==> src/rtl/iodec_pkg.sv <==
package iodec_pkg;

  typedef enum logic {
    DEC_ABSOLUTE = 1'b0,
    DEC_LINEAR   = 1'b1
  } dec_mode_e;

  // mask of the n lowest bits, n limited to 0..32
  function automatic logic [31:0] low_ones(input int n);
    logic [31:0] m;
    m = '0;
    for (int i = 0; i < 32; i++) begin
      if (i < n) m[i] = 1'b1;
    end
    return m;
  endfunction

  // equality of a and b over the lines marked in m
  function automatic logic masked_eq(input logic [31:0] a,
                                     input logic [31:0] b,
                                     input logic [31:0] m);
    return ((a ^ b) & m) == 32'd0;
  endfunction

  // device offset check inside a slot; linear decoding skips it
  function automatic logic offset_ok(input logic [7:0] dev,
                                     input logic [7:0] ofs,
                                     input dec_mode_e mode);
    return (mode == DEC_LINEAR) || (dev == ofs);
  endfunction

endpackage

==> src/rtl/io_blk_enable.sv <==
module io_blk_enable
  import iodec_pkg::*;
#(
  parameter int          ADDR_W   = 16,
  parameter int          LOW_W    = 8,
  parameter int          NARROW_W = 8,
  parameter int          LIN_W    = 2,
  parameter int unsigned BASE_HI  = 0,
  parameter dec_mode_e   MODE     = DEC_ABSOLUTE
) (
  input  logic              aen,
  input  logic              addr_wide,
  input  logic [ADDR_W-1:0] addr,
  output logic              blk_en
);
  localparam int HI_W = ADDR_W - LOW_W;
  localparam int CMP_W = (MODE == DEC_LINEAR) ? LIN_W : HI_W;

  logic [HI_W-1:0] hi_raw;
  logic [HI_W-1:0] narrow_keep;
  logic [HI_W-1:0] hi_eff;
  logic [31:0]     cmp_mask;

  assign hi_raw = addr[ADDR_W-1:LOW_W];

  // lines of the high field that still exist on a short port address
  genvar j;
  generate
    for (j = 0; j < HI_W; j++) begin : g_narrow
      assign narrow_keep[j] = (LOW_W + j) < NARROW_W;
    end
  endgenerate

  assign hi_eff   = addr_wide ? hi_raw : (hi_raw & narrow_keep);
  assign cmp_mask = low_ones(CMP_W);
  assign blk_en   = !aen && masked_eq(32'(hi_eff), 32'(BASE_HI), cmp_mask);
endmodule

==> src/rtl/io_sel_dec.sv <==
module io_sel_dec #(
  parameter int SEL_W = 3,
  localparam int NSEL = 1 << SEL_W
) (
  input  logic             blk_en,
  input  logic [SEL_W-1:0] slot,
  output logic [NSEL-1:0]  sel_n
);
  genvar k;
  generate
    for (k = 0; k < NSEL; k++) begin : g_sel
      assign sel_n[k] = !(blk_en && (slot == SEL_W'(k)));
    end
  endgenerate
endmodule

==> src/rtl/io_out_port.sv <==
module io_out_port #(
  parameter int DATA_W = 8
) (
  input  logic              clk,
  input  logic              rst_n,
  input  logic              hit,
  input  logic              iow_n,
  input  logic [DATA_W-1:0] wr_data,
  output logic [DATA_W-1:0] port_q,
  output logic [DATA_W-1:0] hold_q,
  output logic              commit
);
  logic iow_q;
  logic armed_q;

  // the strobe is released: this cycle sees iow_n high, the previous one saw it low
  assign commit = iow_n && !iow_q && armed_q;

  always_ff @(posedge clk or negedge rst_n) begin
    if (!rst_n) begin
      iow_q   <= 1'b1;
      armed_q <= 1'b0;
      hold_q  <= '0;
      port_q  <= '0;
    end else begin
      iow_q <= iow_n;
      if (!iow_n) begin
        armed_q <= hit;
        if (hit) hold_q <= wr_data;
      end else if (!iow_q) begin
        armed_q <= 1'b0;
        if (armed_q) port_q <= hold_q;
      end
    end
  end
endmodule

==> src/rtl/io_port_decoder.sv <==
module io_port_decoder
  import iodec_pkg::*;
#(
  parameter int          ADDR_W   = 16,
  parameter int          DATA_W   = 8,
  parameter int          SEL_W    = 3,
  parameter int          DEV_W    = 5,
  parameter int          NARROW_W = 8,
  parameter int          LIN_W    = 2,
  parameter int unsigned BASE_HI  = 0,
  parameter bit          LINEAR   = 1'b0,
  parameter int          IN_SLOT  = 3,
  parameter int          IN_OFS   = 4,
  parameter int          OUT_SLOT = 4,
  parameter int          OUT_OFS  = 1,
  localparam int         NSEL     = 1 << SEL_W
) (
  input  logic              clk,
  input  logic              rst_n,
  input  logic              aen,
  input  logic [ADDR_W-1:0] addr,
  input  logic              addr_wide,
  input  logic              ior_n,
  input  logic              iow_n,
  input  logic [DATA_W-1:0] wr_data,
  output logic [DATA_W-1:0] rd_data,
  output logic              rd_oe,
  output logic [NSEL-1:0]   sel_n,
  input  logic [DATA_W-1:0] port_in,
  output logic [DATA_W-1:0] port_out
);
  localparam int        LOW_W = SEL_W + DEV_W;
  localparam dec_mode_e MODE  = LINEAR ? DEC_LINEAR : DEC_ABSOLUTE;

  logic             blk_en;
  logic [SEL_W-1:0] slot;
  logic [DEV_W-1:0] dev;
  logic             in_hit;
  logic             out_hit;
  logic             wr_commit;
  logic [DATA_W-1:0] wr_hold;

  assign slot = addr[LOW_W-1:DEV_W];
  assign dev  = addr[DEV_W-1:0];

  io_blk_enable #(
    .ADDR_W  (ADDR_W),
    .LOW_W   (LOW_W),
    .NARROW_W(NARROW_W),
    .LIN_W   (LIN_W),
    .BASE_HI (BASE_HI),
    .MODE    (MODE)
  ) u_en (
    .aen      (aen),
    .addr_wide(addr_wide),
    .addr     (addr),
    .blk_en   (blk_en)
  );

  io_sel_dec #(.SEL_W(SEL_W)) u_sel (
    .blk_en(blk_en),
    .slot  (slot),
    .sel_n (sel_n)
  );

  assign in_hit  = !sel_n[IN_SLOT]  && offset_ok(8'(dev), 8'(IN_OFS),  MODE);
  assign out_hit = !sel_n[OUT_SLOT] && offset_ok(8'(dev), 8'(OUT_OFS), MODE);

  // read port: drive only while selected and read-strobed
  assign rd_oe   = in_hit && !ior_n;
  assign rd_data = rd_oe ? port_in : '0;

  io_out_port #(.DATA_W(DATA_W)) u_out (
    .clk    (clk),
    .rst_n  (rst_n),
    .hit    (out_hit),
    .iow_n  (iow_n),
    .wr_data(wr_data),
    .port_q (port_out),
    .hold_q (wr_hold),
    .commit (wr_commit)
  );
endmodule

==> config.mk <==
export PLATFORM = sky130hd
export DESIGN_NAME = io_port_decoder
export DESIGN_NICKNAME = d
export VERILOG_FILES = /design/src/rtl/iodec_pkg.sv /design/src/rtl/io_blk_enable.sv /design/src/rtl/io_sel_dec.sv /design/src/rtl/io_out_port.sv /design/src/rtl/io_port_decoder.sv
export SDC_FILE = /design/constraint.sdc
export NUM_CORES = 1
export LEC_CHECK = 0
export BUFFER_PORTS_ARGS = -buffer_cell sky130_fd_sc_hd__buf_4
export CAP_MARGIN = 20
export CORE_MARGIN = 3
export CORE_UTILIZATION = 42
export DETAILED_ROUTE_END_ITERATION = 8
export PLACE_DENSITY = 0.82
export SLEW_MARGIN = 30
export SYNTH_ARGS = -nofsm -noshare
export SYNTH_HDL_FRONTEND = slang
export SYNTH_SLANG_ARGS = --single-unit
==> constraint.sdc <==
create_clock -name clk -period 4.2 [get_ports clk]
set_input_delay 0.84 -clock clk [delete_from_list [all_inputs] [get_ports clk]]
set_output_delay 0.84 -clock clk [all_outputs]
set_load 0.1 [all_outputs]
* After elaboration in Yosys (flattened, before gate mapping)
Index checks and enable logic that the tools add are counted.
** Storage, ports and cells
- Output and inout bits :: 25
- Register bits :: 18
- Memories kept :: 0
- Input port bits :: 38
- Bits in latches :: 0
- Memory bits (writable) :: 0
- ROM bits :: 0
** Operators by class
- Bitwise gates (word level) :: 2
- $add $sub $neg :: 0
- $lt $le $gt $ge :: 0
- Reduce and logical (&&, ||, !) cells :: 26
- Equal/unequal tests :: 10
- Shifts and indexed selects :: 0
- $mul :: 0
- Muxes and demuxes :: 4
- Divide/modulo/power cells :: 0
** Operators with widths (count)
- $logic_not A32 Y1 :: 1
- $mux W8 :: 2
- $eq A3 B3 Y1 const B :: 4
- $logic_and A1 B1 Y1 :: 12
- $logic_not A1 Y1 :: 10
- $eq A3 B2 Y1 const B :: 2
- $eq A5 B1 Y1 const B :: 1
- $eq A5 B3 Y1 const B :: 1
- $eq A3 B1 Y1 const B :: 1
- $logic_not A3 Y1 :: 1
- $reduce_and A3 Y1 :: 1
- $mux W1 :: 2
- $ne A2 B2 Y1 const B :: 1
- $not A1 Y1 :: 2
- $reduce_and A2 Y1 :: 1

* Depth between registers and ports, before layout
- Depth after elaboration :: 7
- Mapped depth :: 5
- Gate-level depth less buffers :: 4

* Hierarchy
From an unflattened synthesis, not the netlist that was laid out.
** Second synthesis, totals
- Cells, all modules :: 67
- Area, all modules :: 983.4 um2
** By module, submodules not included
- io_out_port :: area an instance 711.9 um2, times used 1, cells each 39
- io_port_decoder :: area an instance 173.9 um2, times used 1, cells each 16
- io_sel_dec :: area an instance 76.3 um2, times used 1, cells each 8
- io_blk_enable :: area an instance 21.3 um2, times used 1, cells each 4

* Worst setup path before layout
No wires, ideal clock.
- Path kind :: input port to output port
- From :: input port addr[12]
- To :: output port rd_data[2]
- Data required time :: 3360 ps
- Buffers on the path :: 1
- Setup slack :: 860 ps
- Cell stages on the path :: 5
- Arrival time :: 2500 ps
- Cells stage by stage :: nor4_1 a21boi_1 nor3_1 buf_2 and4_1
** Between the ends
- Word-level cells in the longest chain between the ends :: 7
** RTL lines
- start: declaration :: RTL line io_port_decoder.sv:21 : input logic [ADDR_W-1:0] addr,
- $mux W8 :: RTL line io_blk_enable.sv:34 : assign hi_eff = addr_wide ? hi_raw : (hi_raw & narrow_keep);
- $logic_not A32 Y1 :: RTL line iodec_pkg.sv:22 : return ((a ^ b) & m) == 32'd0;
- $logic_and A1 B1 Y1 :: RTL line io_blk_enable.sv:36 : assign blk_en = !aen && masked_eq(32'(hi_eff), 32'(BASE_HI), cmp_mask);
- $logic_and A1 B1 Y1 :: RTL line io_sel_dec.sv:12 : assign sel_n[k] = !(blk_en && (slot == SEL_W'(k)));
- $logic_and A1 B1 Y1 :: RTL line io_port_decoder.sv:66 : assign in_hit = !sel_n[IN_SLOT] && offset_ok(8'(dev), 8'(IN_OFS), MODE);
- $logic_and A1 B1 Y1 :: RTL line io_port_decoder.sv:70 : assign rd_oe = in_hit && !ior_n;
- $mux W8 :: RTL line io_port_decoder.sv:71 : assign rd_data = rd_oe ? port_in : '0;
- end: declaration :: RTL line io_port_decoder.sv:26 : output logic [DATA_W-1:0] rd_data,
Every way passes these cells.

* Worst setup path after layout
- From :: input port addr[8]
- To :: output port rd_data[7]
The elaborated chain is that of the path after synthesis.

==> summary.txt <==
Global route
  – Antenna violations before repair: 0
  – Total gr overflow: 0
  – Vias in the first global route: 816
  – First-pass GRT wire length: 3780 um
  – GRT Util Overall: 0.186
  – Largest net degree at the start of global routing: 19

Layout
  – Synth-to-layout area growth: 61.6%
  – Share of cells above drive strength 1: 0.649
  – Post-Layout Cell Count: 159
  – Final Cell Area: 0.00141 mm2
  – Total area of sequential cells: 452 um2
  – # diodes: 0
  – Fin nets: 173
  – Area of the multi-input gates: 413 um2
  – Fill cells: 125

Yosys
  – Share of the synthesized area in the top cell type: 0.489
  – Number of synthesized flops with an enable pin: 0
  – Most frequent cell after synthesis: dfrtp_1
  – Compound-Gate Fraction of Synth Area: 0.0187
  – Syn nets: 106
  – Post-synthesis async set-or-reset flop share: 1.00
  – Mux contribution to synthesized area: 0.207
  – Synth Area in XOR/XNOR: 0
  – Cells after Synth: 68
  – Post-synth top cells: dfrtp_1, mux2_2, and4_1
  – #FFs+latches synth: 18
  – Top post-synthesis cells by area: dfrtp_1, mux2_2, and4_1
  – Syn Area/Cell: 12.8 um2
  – Sequential fraction of the synthesis area: 0.519
  – Primary flip-flop cell chosen by synthesis mapping: dfrtp_1
  – Synth Area in Adders: 0
  – Post-synthesis simple-gate area fraction: 0.249
  – Synth warnings: 0
  – Largest area contributor in the netlist: dfrtp_1
  – Distinct cells, synth: 20
  – Largest family of logic cells by synthesized area: simple AND/OR/NAND/NOR gates
  – Post-Syn Area: 870 um2

Worst setup path
  – Worst reg2reg setup slack: 2.82 ns
  – CP endpoint: rd_data[7]
  – Crit Path Class: in2out
  – Critical path peak fanout: 13
  – Worst Setup SP: addr[8]
  – CP max stage cell: buf_4
  – Crit Reg-Reg Endpoint: u_out.port_q[1]
  – Crit path launch type: input port
  – Top cell by count, worst path: buf_4
  – CP Cell Sequence: buf_4 > nor4_1 > a21boi_1 > nor3_1 > buf_4 > and4_1 > buf_4
  – Largest stage delay, worst path: 0.29 ns
  – Cell count of the worst reg-to-reg path: 2
  – Worst path arrival time: 2.26 ns
  – Reg2reg start: u_out.iow_q
  – Critical Path RT: 3.36 ns
  – Crit. End Element: output port

Clocking
  – Post-CTS setup repair buffer count: 0
  – H-tree levels: 1
  – Clk root buf: clkbuf_4
  – CTS buffer count: 3
  – CTS tree: yes
  – Hold Buf Count CTS: 0
  – Max Buffers Root-to-Sink: 2
  – Clock transition at path regs: 0.10 ns
  – CTS Sinks: 18
  – CTS resizes: 0
  – Clock Latency Late Sink: 0.29 ns

Pwr
  – Pleak: 0.737 nW
  – Internal power: 0.256 mW
  – Clock share of power: 0.312
  – Gate power share: 0.161
  – Peak VDD IR: 0.000211 V
  – Sw frac: 0.234
  – PwrDens: 238 mW/mm2
  – Sequential group share of total power: 0.527
  – Psw: 0.0782 mW

Placed design
  – HPWL Detailed: 1930 um
  – Final Wtd Congestion: 0.803
  – Cells after DPL: 155
  – Cell Area, Placed: 0.00137 mm2
  – IO buf count: 62

Detailed routing
  – DR iter-0 viols: 10
  – Vias: 818
  – Routed vias/inst: 5.14
  – Routed WL: 2350 um
  – Post-DRT Antenna Nets: 0
  – Drt first pass iters: 4
  – Residual DRC count: 0
  – WL/cell: 14.8 um

Floorplanning
  – I/O Pins: 63
  – Die height: 51.5 um
  – Placement Rows: 15
  – Die width: 51.5 um
  – Core Area: 0.00184 mm2
  – Die area: 0.00265 mm2
  – Initial Util: 0.473

STA
  – Slew headroom: 0.690
  – Hold slack: 0.395 ns
  – TNS Setup: 0 ns
  – Least-Margin Pin Slew: 0.464 ns
  – Fin crit period: 3.10 ns
  – Final Hold Fails: 0
  – Tcrit/Tclk final: 0.739
  – RSZ-0062 raised after global routing: false
  – Count of pins over their slew limit: 0
  – Post-Route Skew: 0.000968 ns
  – Endpoints failing setup: 0
  – FMAX: 322 MHz

Job
  – Max-Cap Viols: 0

Outcome
  – Run status: finished, final reports clean

Worst hold path
  – Hold crit path type: in2async
worst min-delay path by stage:
stage	start	endpoint	slack (ns)	cells past startpoint
finish	rst_n	u_out.hold_q[3]	0.39	1
floorplan	u_out.hold_q[0]	u_out.hold_q[0]	0.48	1
global placement	u_out.hold_q[0]	u_out.port_q[0]	0.48	1
CTS	rst_n	u_out.hold_q[5]	0.40	1
detailed placement	u_out.port_q[3]	u_out.port_q[3]	0.50	1
global route	rst_n	u_out.hold_q[6]	0.39	1
final cells by class:
class	count	area share
Sequential cell	18	0.321
Timing Repair Buffer	63	0.337
Multi-Input combinational cell	49	0.294
Clock buffer	4	0.0258
Tap cell	25	0.0223
critical path: cells and delay by family:
kind / cells / cell delay, ns
buf+inv: 3 / 0.59
compound gates: 1 / 0.18
simple gates: 3 / 0.65
state kept, by name (all words and copies together), names as in the netlist:
signal / count
u_out.armed_q: 1
u_out.port_q: 8
u_out.iow_q: 1
u_out.hold_q: 8
power by group through the flow:
stage | registers (mW) | clock network (mW) | logic (mW)
finish | 0.176 | 0.104 | 0.0538
global route | 0.176 | 0.116 | 0.0578
CTS | 0.176 | 0.107 | 0.0541
detailed placement | 0.179 | 0 | 0.0540
global placement | 0.179 | 0 | 0.0525
floorplan | 0.179 | 0 | 0.0175
per-layer routing:
metal	vias up	global-route usage	part of all wire
met4	0	0.0393	0.0089
met3	3	0.0401	0.11
met1	377	0.250	0.41
li1	391	-	-
met5	-	0	0
met2	47	0.307	0.47
layout by cell type (no fill, tap or decap):
cell type / Yosys / routed
clkbuf_4: 0 / 3
nand3b_1: 1 / 1
buf_4: 0 / 63
mux2_2: 16 / 16
nor2b_1: 1 / 1
and4_1: 8 / 8
nand4b_1: 1 / 1
nor4_1: 3 / 3
nand3_1: 2 / 2
nor3_4: 2 / 2
a21boi_1: 1 / 1
nand4_1: 1 / 1
and3_1: 1 / 1
nor2_1: 2 / 2
nand2_1: 6 / 6
clkbuf_8: 0 / 1
nor3_1: 1 / 1
a31o_2: 1 / 1
and2b_1: 1 / 1
dfstp_2: 1 / 1
dfrtp_1: 17 / 17
nor3b_1: 1 / 1
metrics by stage:
| stage | total power [mW] | utilization | setup slack (ns) |
|---|---|---|---|
| floorplan | 0.197 | - | 0.860 |
| finish | 0.334 | 0.764 | 1.10 |
| CTS | 0.337 | 0.764 | 1.09 |
| global route | 0.350 | 0.764 | 0.947 |
| global placement | 0.232 | 0.744 | 1.10 |
| detailed placement | 0.233 | 0.744 | 1.10 |
cells by family (layout without fill, tap and decap cells):
| group | count (synthesis) | after routing |
|---|---|---|
| flops | 18 | 18 |
| simple gates | 31 | 31 |
| mux | 16 | 16 |
| buf+inv | 1 | 67 |
| compound gates | 2 | 2 |
No activity file was read; power rests on OpenSTA's default activity.
